`src/rtl/wdg_pkg.sv`:
```
package wdg_pkg;
  localparam int TB_W   = 2;
  localparam int NUM_TB = 1 << TB_W;
  localparam int DIV_W  = 2;  // divide-by-4 stage after the tap
endpackage

```
`src/rtl/wdg_prescaler.sv`:
```
module wdg_prescaler #(
  parameter int PRESC_W = 12
) (
  input  logic                    clk_i,
  input  logic                    rst_ni,
  input  logic [wdg_pkg::TB_W-1:0] tb_i,
  output logic                    tick_o
);
  import wdg_pkg::*;
  localparam int TAP_BASE = PRESC_W - NUM_TB;

  logic [PRESC_W-1:0] pre_q;
  logic [PRESC_W-1:0] ones;
  logic [NUM_TB-1:0]  tap_carry;
  logic [DIV_W-1:0]   div_q;
  logic               carry;

  // ones[i]: bits [i:0] all set, i.e. bit i+1 toggles next edge
  assign ones[0] = pre_q[0];
  for (genvar i = 1; i < PRESC_W; i++) begin : g_ones
    assign ones[i] = ones[i-1] & pre_q[i];
  end

  for (genvar g = 0; g < NUM_TB; g++) begin : g_tap
    assign tap_carry[g] = ones[TAP_BASE+g];
  end

  assign carry  = tap_carry[tb_i];
  assign tick_o = carry & (&div_q);

  always_ff @(posedge clk_i or negedge rst_ni) begin
    if (!rst_ni) begin
      pre_q <= '0;
      div_q <= '0;
    end else begin
      pre_q <= pre_q + 1'b1;
      if (carry) div_q <= div_q + 1'b1;
    end
  end
endmodule

```
`src/rtl/wdg_counter.sv`:
```
module wdg_counter #(
  parameter int CNT_W = 6
) (
  input  logic             clk_i,
  input  logic             rst_ni,
  input  logic             tick_i,
  input  logic             wr_en_i,
  input  logic [CNT_W-1:0] wr_cnt_i,
  input  logic             wr_act_i,
  output logic [CNT_W-1:0] cnt_o,
  output logic             active_o,
  output logic             rst_req_o
);
  logic [CNT_W-1:0] cnt_q;
  logic             act_q;
  logic             req_q;

  always_ff @(posedge clk_i or negedge rst_ni) begin
    if (!rst_ni) begin
      cnt_q <= '0;
      act_q <= 1'b0;
      req_q <= 1'b0;
    end else begin
      req_q <= 1'b0;
      if (wr_en_i) begin
        cnt_q <= wr_cnt_i;
        act_q <= act_q | wr_act_i;  // sticky enable
      end else if (act_q && tick_i) begin
        if (cnt_q == '0) begin
          cnt_q <= '1;
          req_q <= 1'b1;
        end else begin
          cnt_q <= cnt_q - 1'b1;
        end
      end
    end
  end

  assign cnt_o     = cnt_q;
  assign active_o  = act_q;
  assign rst_req_o = req_q;
endmodule

```
`src/rtl/wdg_timebase_watchdog.sv`:
```
module wdg_timebase_watchdog #(
  parameter int PRESC_W = 12,
  parameter int CNT_W   = 6
) (
  input  logic                     clk_i,
  input  logic                     rst_ni,
  input  logic [wdg_pkg::TB_W-1:0] tb_i,
  input  logic                     wr_en_i,
  input  logic [CNT_W-1:0]         wr_cnt_i,
  input  logic                     wr_act_i,
  output logic [CNT_W-1:0]         cnt_o,
  output logic                     active_o,
  output logic                     rst_req_o
);
  logic tick;

  wdg_prescaler #(.PRESC_W(PRESC_W)) u_presc (
    .clk_i  (clk_i),
    .rst_ni (rst_ni),
    .tb_i   (tb_i),
    .tick_o (tick)
  );

  wdg_counter #(.CNT_W(CNT_W)) u_cnt (
    .clk_i     (clk_i),
    .rst_ni    (rst_ni),
    .tick_i    (tick),
    .wr_en_i   (wr_en_i),
    .wr_cnt_i  (wr_cnt_i),
    .wr_act_i  (wr_act_i),
    .cnt_o     (cnt_o),
    .active_o  (active_o),
    .rst_req_o (rst_req_o)
  );
endmodule

```
`config.mk`:
```
export PLATFORM = sky130hd
export DESIGN_NAME = wdg_timebase_watchdog
export DESIGN_NICKNAME = d
export VERILOG_FILES = /design/src/rtl/wdg_pkg.sv /design/src/rtl/wdg_prescaler.sv /design/src/rtl/wdg_counter.sv /design/src/rtl/wdg_timebase_watchdog.sv
export SDC_FILE = /design/constraint.sdc
export NUM_CORES = 1
export LEC_CHECK = 0
export BUFFER_PORTS_ARGS = -buffer_cell sky130_fd_sc_hd__buf_2
export CAP_MARGIN = 20
export CORE_MARGIN = 1
export CORE_UTILIZATION = 35
export DETAILED_ROUTE_END_ITERATION = 10
export GPL_ROUTABILITY_DRIVEN = 0
export PLACE_DENSITY = 0.61
export SYNTH_ARGS = -nofsm -noshare
export SYNTH_HDL_FRONTEND = slang
export SYNTH_SLANG_ARGS = --single-unit
```
`constraint.sdc`:
```
create_clock -name clk_i -period 1.9 [get_ports clk_i]
set_input_delay 0.285 -clock clk_i [delete_from_list [all_inputs] [get_ports clk_i]]
set_output_delay 0.285 -clock clk_i [all_outputs]
set_load 0.05 [all_outputs]
```
==> results.sh <==
export IMPL_core_area_um2=2850
export IMPL_nets=143
export IMPL_timing_final_ws_setup_ps=173
export IMPL_p_leak_nw=0.573
export IMPL_place_hpwl_um=1530
export IMPL_vias=800
export IMPL_grt_usage_pct=13.6
export IMPL_synth_cells=103
export IMPL_avgViaCountPerCell=5.16
export IMPL_grt_busiest_layer="met2"
export IMPL_rsz0062_at_grt="false"
export IMPL_use_met1_pct=17.9
export IMPL_portBuffers=19
export IMPL_grt_pass1_vias=785
export IMPL_finalCritPeriodShare_pct=90.9
export IMPL_p_total_w=0.000825
export IMPL_yosysUniqueCellTypes=31
export IMPL_die_area_um2=3370
export IMPL_fmax_mhz=579
export IMPL_clk_pin_slew_ps=110
export IMPL_syn_avg_cell_area_um2=10.7
export IMPL_fill_cells=264
export IMPL_rows=19
export IMPL_area_growth_pct=13.8
export IMPL_drc=1
export IMPL_syn_cell_area_um2=1100
export IMPL_period_minus_slack_ps=1730
export IMPL_wire_per_inst_um=12.7
export IMPL_drv_cap=0
export IMPL_grt_use_met3_pct=3.57
export IMPL_final_common_cell="dfrtp_1"
export IMPL_arrival_ps=1920
export IMPL_gr_total_overflow=0
export IMPL_path_max_fanout=6
export IMPL_antenna_found_initial=0
export IMPL_cts_root_buf="clkbuf_4"
export IMPL_cts_sinks=22
export IMPL_clk_latency_ps=290
export IMPL_clk_path_buf_depth=2
export IMPL_crit_required_ps=2090
export IMPL_finalHoldViolCount=0
export IMPL_drive_gt1_share_pct=21.8
export IMPL_grt_util_met2_pct=22.0
export IMPL_worstMarginPinSlew_ps=477
export IMPL_start_kind="flip-flop"
export IMPL_post_cts_resized=0
export IMPL_pre_cts_ws_ps=183
export IMPL_status="finished with violations"
export IMPL_setup_tns_ps=0
export IMPL_multi_input_area_um2=518
export IMPL_synth_seq_area_share_pct=50.1
export IMPL_critPathCaptureType="flip-flop"
export IMPL_routed_wl_um=1970
export IMPL_setup_violations=0
export IMPL_htreeDepth=1
export IMPL_io_pins=20
export IMPL_syn_nets=120
export IMPL_final_util_pct=43.8
export IMPL_seq_area_um2=551
export IMPL_hold_class="in2reg"
export IMPL_cts_buffers=3
export IMPL_dr_pass1_iters=7
export IMPL_postCtsSetupBuffers=0
export IMPL_ant_nets=0
export IMPL_skew_ps=2.42
export IMPL_drv_slew=0
export IMPL_p_per_area_nw_per_um2=660
export IMPL_synth_seq_cells=22
export IMPL_slew_limit_headroom_pct=68.2
export IMPL_grt_pass1_wl_um=3480
export IMPL_num_antenna_cells=0
export IMPL_grt_max_degree=23
export IMPL_drt_iter0_markers=17
export IMPL_final_cells=155
export IMPL_dp_cells=151
export IMPL_ir_drop_mv=0.288
export IMPL_start_util_pct=38.5
export IMPL_cts_tree="built"
export IMPL_postCtsHoldBufs=1
export IMPL_yosys_warnings=0
export IMPL_criticalPathCategory="reg2reg"
export IMPL_die_w_um=58.0
export IMPL_die_h_um=58.0
export IMPL_violations="DRC"
export IMPL_final_cell_mix="dfrtp_1, buf_2, nand2_1"
==> synthesized netlist by cell type <==
library cell,n,area (µm²)
a21o_1,1,7.51
a22o_1,3,26.3
a31oi_1,3,18.8
and3_1,2,12.5
and3_4,1,11.3
buf_6,1,11.3
clkbuf_1,1,3.75
dfrtp_1,22,551
ha_1,5,62.6
inv_1,4,15.0
mux2_2,1,11.3
mux2i_1,2,20.0
nand2_1,10,37.5
nand3_1,6,30.0
nand3b_1,1,7.51
nand4_1,2,12.5
nor2_1,9,33.8
nor2b_1,1,6.26
nor3_1,3,15.0
nor3b_1,1,7.51
nor3b_2,1,12.5
o21ai_0,2,10.0
o21ai_1,2,10.0
o21ai_4,1,16.3
o21bai_1,3,22.5
o311ai_1,1,8.76
o31a_2,1,10.0
o31ai_1,1,7.51
or3_1,2,12.5
xnor2_1,7,61.3
xor2_1,3,26.3
==> cells by family (layout without fill, tap and decap cells) <==
logic type	count (synthesis)	after routing	synth area share, %
flops	22	22	50.1
compound gates	18	18	12.5
fa+ha+maj	5	5	5.69
mux	3	3	2.85
xor+xnor	10	10	7.97
buf+inv	6	27	2.73
simple gates	39	39	18.1
==> sequential cells by signal, summed over array words and instances (netlist names) <==
signal,cells
u_cnt.cnt_o,6
u_cnt.rst_req_o,1
u_presc.pre_q,12
u_cnt.active_o,1
u_presc.div_q,2
==> final timing paths <==
path / start / end / slack [ps] / cells after the start
max: u_presc.pre_q[0] / u_cnt.cnt_o[4] / 170 / 7
min: wr_act_i / u_cnt.active_o / 190 / 2
max reg2reg: u_presc.pre_q[0] / u_cnt.cnt_o[4] / 170 / 7
min reg2reg: u_presc.pre_q[0] / u_presc.pre_q[0] / 460 / 1
max in group asynchronous: rst_ni / u_cnt.cnt_o[4] / 1110 / 2
min in group asynchronous: rst_ni / u_presc.pre_q[5] / 470 / 2
==> power breakdown <==
| part | switching (W) | internal (W) |
|---|---|---|
| combinational | 0.0000885 | 0.0000446 |
| clock | 0.000121 | 0.0000737 |
| sequential | 0.0000176 | 0.000479 |
| total | 0.000227 | 0.000598 |
==> final cells by class <==
type / instances / share of cell area (%)
inverters: 4 / 1.20
well taps: 31 / 3.10
clock buffers: 3 / 1.80
repair buffers: 20 / 8.41
multi-input cells: 75 / 41.4
flip-flops and latches: 22 / 44.0
==> per-stage QoR <==
stage	hold slack [ps]	cell area, µm²
6_report	190	1250
5_1_grt	181	1250
4_1_cts	180	1250
3_5_place_dp	273	1220
3_3_place_gp	271	1220
2_1_floorplan	-10.6	1100
==> critical path: stages (launching register included) <==
cell     delay [ps]
dfrtp_1         380
ha_1            210
ha_1            180
nand3_1          70
nor2_1          120
and3_1          330
a31oi_1         130
a22o_1          210
==> per-layer routing <==
| layer | wire length, µm | share of wire (%) |
|---|---|---|
| met4 | 19 | 0.96 |
| met1 | 969 | 49 |
| met2 | 909 | 46 |
| met5 | 0 | 0 |
| met3 | 73 | 3.7 |
Power figures use the tool's default switching activity.
